--- src/rtl/tx_level_pkg.sv ---
package tx_level_pkg;

  typedef enum logic {
    PH_SETTLE = 1'b0,
    PH_DETECT = 1'b1
  } phase_t;

  typedef enum logic [1:0] {
    STEP_HOLD = 2'd0,
    STEP_UP   = 2'd1,
    STEP_DOWN = 2'd2
  } step_t;

endpackage

--- src/rtl/tx_level_timer.sv ---
module tx_level_timer
  import tx_level_pkg::*;
#(
  parameter int SETTLE_CYC = 384,
  parameter int DETECT_CYC = 1152
) (
  input  logic   clk,
  input  logic   rst_n,
  input  logic   run,
  output phase_t phase,
  output logic   period_end
);

  localparam int PERIOD = SETTLE_CYC + DETECT_CYC;
  localparam int CW     = $clog2(PERIOD);
  localparam logic [CW-1:0] LAST_CNT   = CW'(PERIOD - 1);
  localparam logic [CW-1:0] DETECT_BEG = CW'(SETTLE_CYC);

  logic [CW-1:0] cnt_q, cnt_d;
  logic          cnt_en;

  always_comb begin
    cnt_en = 1'b1;
    if (!run)                cnt_d = '0;
    else if (cnt_q == LAST_CNT) cnt_d = '0;
    else                     cnt_d = cnt_q + 1'b1;
  end

  always_ff @(posedge clk or negedge rst_n) begin
    if (!rst_n)      cnt_q <= '0;
    else if (cnt_en) cnt_q <= cnt_d;
  end

  always_comb begin
    phase      = (run && cnt_q >= DETECT_BEG) ? PH_DETECT : PH_SETTLE;
    period_end = run && (cnt_q == LAST_CNT);
  end

endmodule

--- src/rtl/tx_level_peak.sv ---
module tx_level_peak
  import tx_level_pkg::*;
(
  input  logic  clk,
  input  logic  rst_n,
  input  logic  clr,
  input  logic  sample,
  input  logic  above_hi,
  input  logic  above_lo,
  output step_t decision
);

  logic hi_q, lo_q;
  logic hi_now, lo_now;
  logic hi_d, lo_d;

  always_comb begin
    hi_now = hi_q | (sample & above_hi);
    lo_now = lo_q | (sample & above_lo);
    hi_d   = clr ? 1'b0 : hi_now;
    lo_d   = clr ? 1'b0 : lo_now;
    if (hi_now)       decision = STEP_UP;
    else if (!lo_now) decision = STEP_DOWN;
    else              decision = STEP_HOLD;
  end

  always_ff @(posedge clk or negedge rst_n) begin
    if (!rst_n) begin
      hi_q <= 1'b0;
      lo_q <= 1'b0;
    end else begin
      hi_q <= hi_d;
      lo_q <= lo_d;
    end
  end

endmodule

--- src/rtl/tx_level_gain.sv ---
module tx_level_gain
  import tx_level_pkg::*;
#(
  parameter int GAIN_W = 5
) (
  input  logic              clk,
  input  logic              rst_n,
  input  logic              run,
  input  logic              apply,
  input  step_t             step,
  output logic [GAIN_W-1:0] gain
);

  localparam logic [GAIN_W-1:0] MAX_CODE = {GAIN_W{1'b1}};

  logic [GAIN_W-1:0] gain_q, gain_d;
  logic              gain_en;

  always_comb begin
    gain_en = !run || apply;
    gain_d  = gain_q;
    if (!run) begin
      gain_d = MAX_CODE;
    end else if (step == STEP_UP && gain_q != MAX_CODE) begin
      gain_d = gain_q + 1'b1;
    end else if (step == STEP_DOWN && gain_q != '0) begin
      gain_d = gain_q - 1'b1;
    end
  end

  always_ff @(posedge clk or negedge rst_n) begin
    if (!rst_n)       gain_q <= MAX_CODE;
    else if (gain_en) gain_q <= gain_d;
  end

  assign gain = gain_q;

endmodule

--- src/rtl/tx_level_ctrl.sv ---
module tx_level_ctrl
  import tx_level_pkg::*;
#(
  parameter int SETTLE_CYC = 384,
  parameter int DETECT_CYC = 1152,
  parameter int GAIN_W     = 5
) (
  input  logic              clk,
  input  logic              rst_n,
  input  logic              tx_en,
  input  logic              cmp_above_hi,
  input  logic              cmp_above_lo,
  output logic [GAIN_W-1:0] gain_code,
  output logic              peak_window
);

  phase_t phase;
  logic   period_end;
  step_t  decision;

  tx_level_timer #(
    .SETTLE_CYC(SETTLE_CYC),
    .DETECT_CYC(DETECT_CYC)
  ) u_timer (
    .clk       (clk),
    .rst_n     (rst_n),
    .run       (tx_en),
    .phase     (phase),
    .period_end(period_end)
  );

  tx_level_peak u_peak (
    .clk     (clk),
    .rst_n   (rst_n),
    .clr     (period_end | ~tx_en),
    .sample  (phase == PH_DETECT),
    .above_hi(cmp_above_hi),
    .above_lo(cmp_above_lo),
    .decision(decision)
  );

  tx_level_gain #(
    .GAIN_W(GAIN_W)
  ) u_gain (
    .clk  (clk),
    .rst_n(rst_n),
    .run  (tx_en),
    .apply(period_end),
    .step (decision),
    .gain (gain_code)
  );

  assign peak_window = (phase == PH_DETECT);

endmodule

--- config.mk ---
export PLATFORM = sky130hd
export DESIGN_NAME = tx_level_ctrl
export DESIGN_NICKNAME = d
export VERILOG_FILES = /design/src/rtl/tx_level_pkg.sv /design/src/rtl/tx_level_timer.sv /design/src/rtl/tx_level_peak.sv /design/src/rtl/tx_level_gain.sv /design/src/rtl/tx_level_ctrl.sv
export SDC_FILE = /design/constraint.sdc
export NUM_CORES = 1
export LEC_CHECK = 0
export BUFFER_PORTS_ARGS = -buffer_cell sky130_fd_sc_hd__buf_2
export CAP_MARGIN = 20
export CORE_ASPECT_RATIO = 1.2
export CORE_MARGIN = 2
export CORE_UTILIZATION = 46
export DETAILED_ROUTE_END_ITERATION = 8
export PLACE_DENSITY = 0.67
export SYNTH_ARGS = -nofsm -noshare
export SYNTH_HDL_FRONTEND = slang
export SYNTH_SLANG_ARGS = --single-unit
--- constraint.sdc ---
create_clock -name clk -period 2.79 [get_ports clk]
set_input_delay 0.558 -clock clk [delete_from_list [all_inputs] [get_ports clk]]
set_output_delay 0.558 -clock clk [all_outputs]
set_load 0.03 [all_outputs]
==> impl_metrics.toml <==
[sta]
fmax_ghz = 0.3749
finalClockSkew_ps = 4.471
setup-tns-final_ps = 0
slew_viol_final = 0
worst_slew_pin_slew_ps = 413.9
finalCriticalPeriod_ps = 2667
relSlewSlack = 0.7228
final-setup-viol-count = 0
rsz0062_at_grt = "no"
hold_viol = 0
period_share = 0.9560

[grt]
overflow = 0
grt_usage = 0.1875
antenna_found_initial = 0
grt_pass1_wl_mm = 3.767
grt_pass1_vias = 911
grt_start_max_net_pins = 19

[pwr]
p_int_w = 0.0003517
peakVddDrop_v = 0.0003468
swShare = 0.2326
pwr-share-clk = 0.363
finalPower_w = 0.0004583
power.share.combinational = 0.050
power.leakage_nw = 0.5700
power.switching_w = 0.0001066
p_seq_frac = 0.587
power_density_nw_per_um2 = 372.2

[clock_network]
worst_skew_pair.late_latency_ps = 290
clock-root-buffer = "clkbuf_4"
cts.hold.buffers_added = 0
numCtsBuffers = 3
clk_pin_slew_ps = 110
tritoncts = "done"
cts_sinks = 18
cts_max_path_buffers = 2
htree_num_levels = 1

[placed_design]
io_buffer_count = 10
dpl.hpwl_mm = 1.609
gp_congestion = 0.8607

[floorplan]
die_x_um = 47.64
die_y_um = 56.36
io_pins = 11
dieArea_um2 = 2685
rows = 18
core_um2 = 2117
initial_core_util = 0.4965

[setup_path]
cpMaxStageDelayCell = "dfrtp_1"
required_ps = 3030
path_class = "flop to flop"
crit_fanout = 4
arrival_ps = 2900
worstSetupEndpointType = "flop"
path_delay_family = "compound AO/OA/AOI/OAI gates"
max_stage_delay_ps = 430
crit_chain = "a211o_1 -> a31o_4 -> nand2_1 -> inv_1 -> fa_2 -> nand2b_1 -> o2bb2ai_1 -> or3_1 -> a21oi_2 -> mux2_4"
critPathLaunchType = "flop"
path_buf_inv = 1

[routing]
vias = 837
firstDrtPassIters = 4
viasPerCell = 5.435
wl_per_cell_um = 14.21
drc_errors = 0
wirelength_mm = 2.189
drt_iter0_drc = 6
final_antenna_net_count = 0

[cells_and_area]
final_util = 0.5816
final-seq-area_um2 = 456.7
multi_input_area_um2 = 586.8
area_growth_syn_to_layout_pct = 17.14
drive_gt1_frac = 0.2581
antennaDiodeCount = 0
nFillCells = 217
num-nets-final = 136

[run]
maxCapViolCount = 0

[logic_synthesis]
synth.area.top_cells = "dfrtp_1 31%, dfstp_2 13%, ha_1 6.0%"
ys_types = 36
ys_warn_count = 0
postSynthAreaPerCell_um2 = 10.01
synthArstFlopShare = 1.000
yosysTopAreaCellShare = 0.3095
seq_area_frac_synth = 0.4345
synth_commonest_cells = "13 x dfrtp_1, 13 x nor2_1, 8 x nand3_1, 6 x o21ai_0"
syn_inst = 105
synth-edff-count = 0
ys_ff_latch = 18
synth_fp_nets = 116
ys.flop_type = "dfrtp_1"
synth_top_cell_by_area = "dfrtp_1"
syn_area_um2 = 1051

[outcome]
status = "finished, final reports clean"

[worst_hold_path]
hold_path_class = "primary input to asynchronous set/reset pin"
==> layout make-up <==
| class | instances | share of cell area |
|---|---|---|
| well taps | 30 | 0.03049 |
| inverters | 5 | 0.01524 |
| clock buffers | 4 | 0.02947 |
| repair buffers | 16 | 0.07724 |
| flip-flops and latches | 18 | 0.3709 |
| multi-input cells | 81 | 0.4766 |
==> per-stage QoR <==
step / std cells / area [µm²] / hold WS, ps / setup WS, ps
3_5_place_dp: 148 / 1165 / 518.1 / 75.31
4_1_cts: 152 / 1201 / 189.9 / 58.72
2_1_floorplan: 105 / 1051 / 262.4 / 107.8
3_3_place_gp: 148 / 1165 / 511.0 / 122.0
6_report: 154 / 1231 / 176.0 / 122.9
5_1_grt: 154 / 1231 / 215.0 / 5.821
==> logic make-up after synthesis <==
group	share of synthesized area
AND/OR/NAND/NOR	0.2083
flip-flops	0.4345
adder cells (fa/ha/maj)	0.07857
buffers and inverters	0.02143
XOR/XNOR	0.07499
multiplexers	0.01071
AO/OA/AOI/OAI	0.1714
==> flip-flops by register name, indices dropped and copies added, names as in the netlist <==
register       count
u_gain.gain        5
u_peak.hi_q        1
u_timer.cnt_q     11
u_peak.lo_q        1
==> power by group through the flow <==
stage | clock [W] | combinational [W] | sequential (W)
6_report | 0.000166 | 0.0000227 | 0.000269
5_1_grt | 0.000175 | 0.0000265 | 0.000270
4_1_cts | 0.000169 | 0.0000231 | 0.000269
3_5_place_dp | 0 | 0.0000229 | 0.000274
3_3_place_gp | 0 | 0.0000223 | 0.000274
2_1_floorplan | 0 | 0.00000963 | 0.000273
==> path summary, 6_finish.rpt <==
check                      cells past startpoint  slack (ps)               end              from
setup reg to reg                              10         120    u_gain.gain[4]  u_timer.cnt_q[7]
setup / recovery                              10         120    u_gain.gain[4]  u_timer.cnt_q[7]
min in group clk                               3         510       u_peak.lo_q      cmp_above_lo
hold / removal                                 1         180  u_timer.cnt_q[7]             rst_n
max in group asynchronous                      1        2290    u_gain.gain[4]             rst_n
hold reg to reg                                1         540  u_timer.cnt_q[0]  u_timer.cnt_q[0]
==> cells in the final DEF, fill, tap and decap left out, types with 4 or more instances in the layout <==
| cell type | n |
|---|---|
| xor2_1 | 5 |
| buf_4 | 6 |
| buf_2 | 10 |
| nand2_1 | 4 |
| dfrtp_1 | 13 |
| ha_1 | 5 |
| o21ai_0 | 6 |
| nand3_1 | 8 |
| nor2_1 | 13 |
| and3_1 | 5 |
| xnor2_1 | 4 |
| dfstp_2 | 5 |
| inv_1 | 5 |
==> what timing repair did <==
item,4_1_cts,5_1_grt
setup endpoints to repair,0,1
buffers inserted,0,2
gates resized for setup,0,3
==> layer usage <==
metal	vias to the layer above	global-route usage	part of all wire
met1	412	0.2234	0.45
met5	-	0	0
met3	2	0.01929	0.021
li1	414	-	-
met4	0	0.04633	0.0064
met2	9	0.3398	0.53
(Power assumes the default switching activity.)
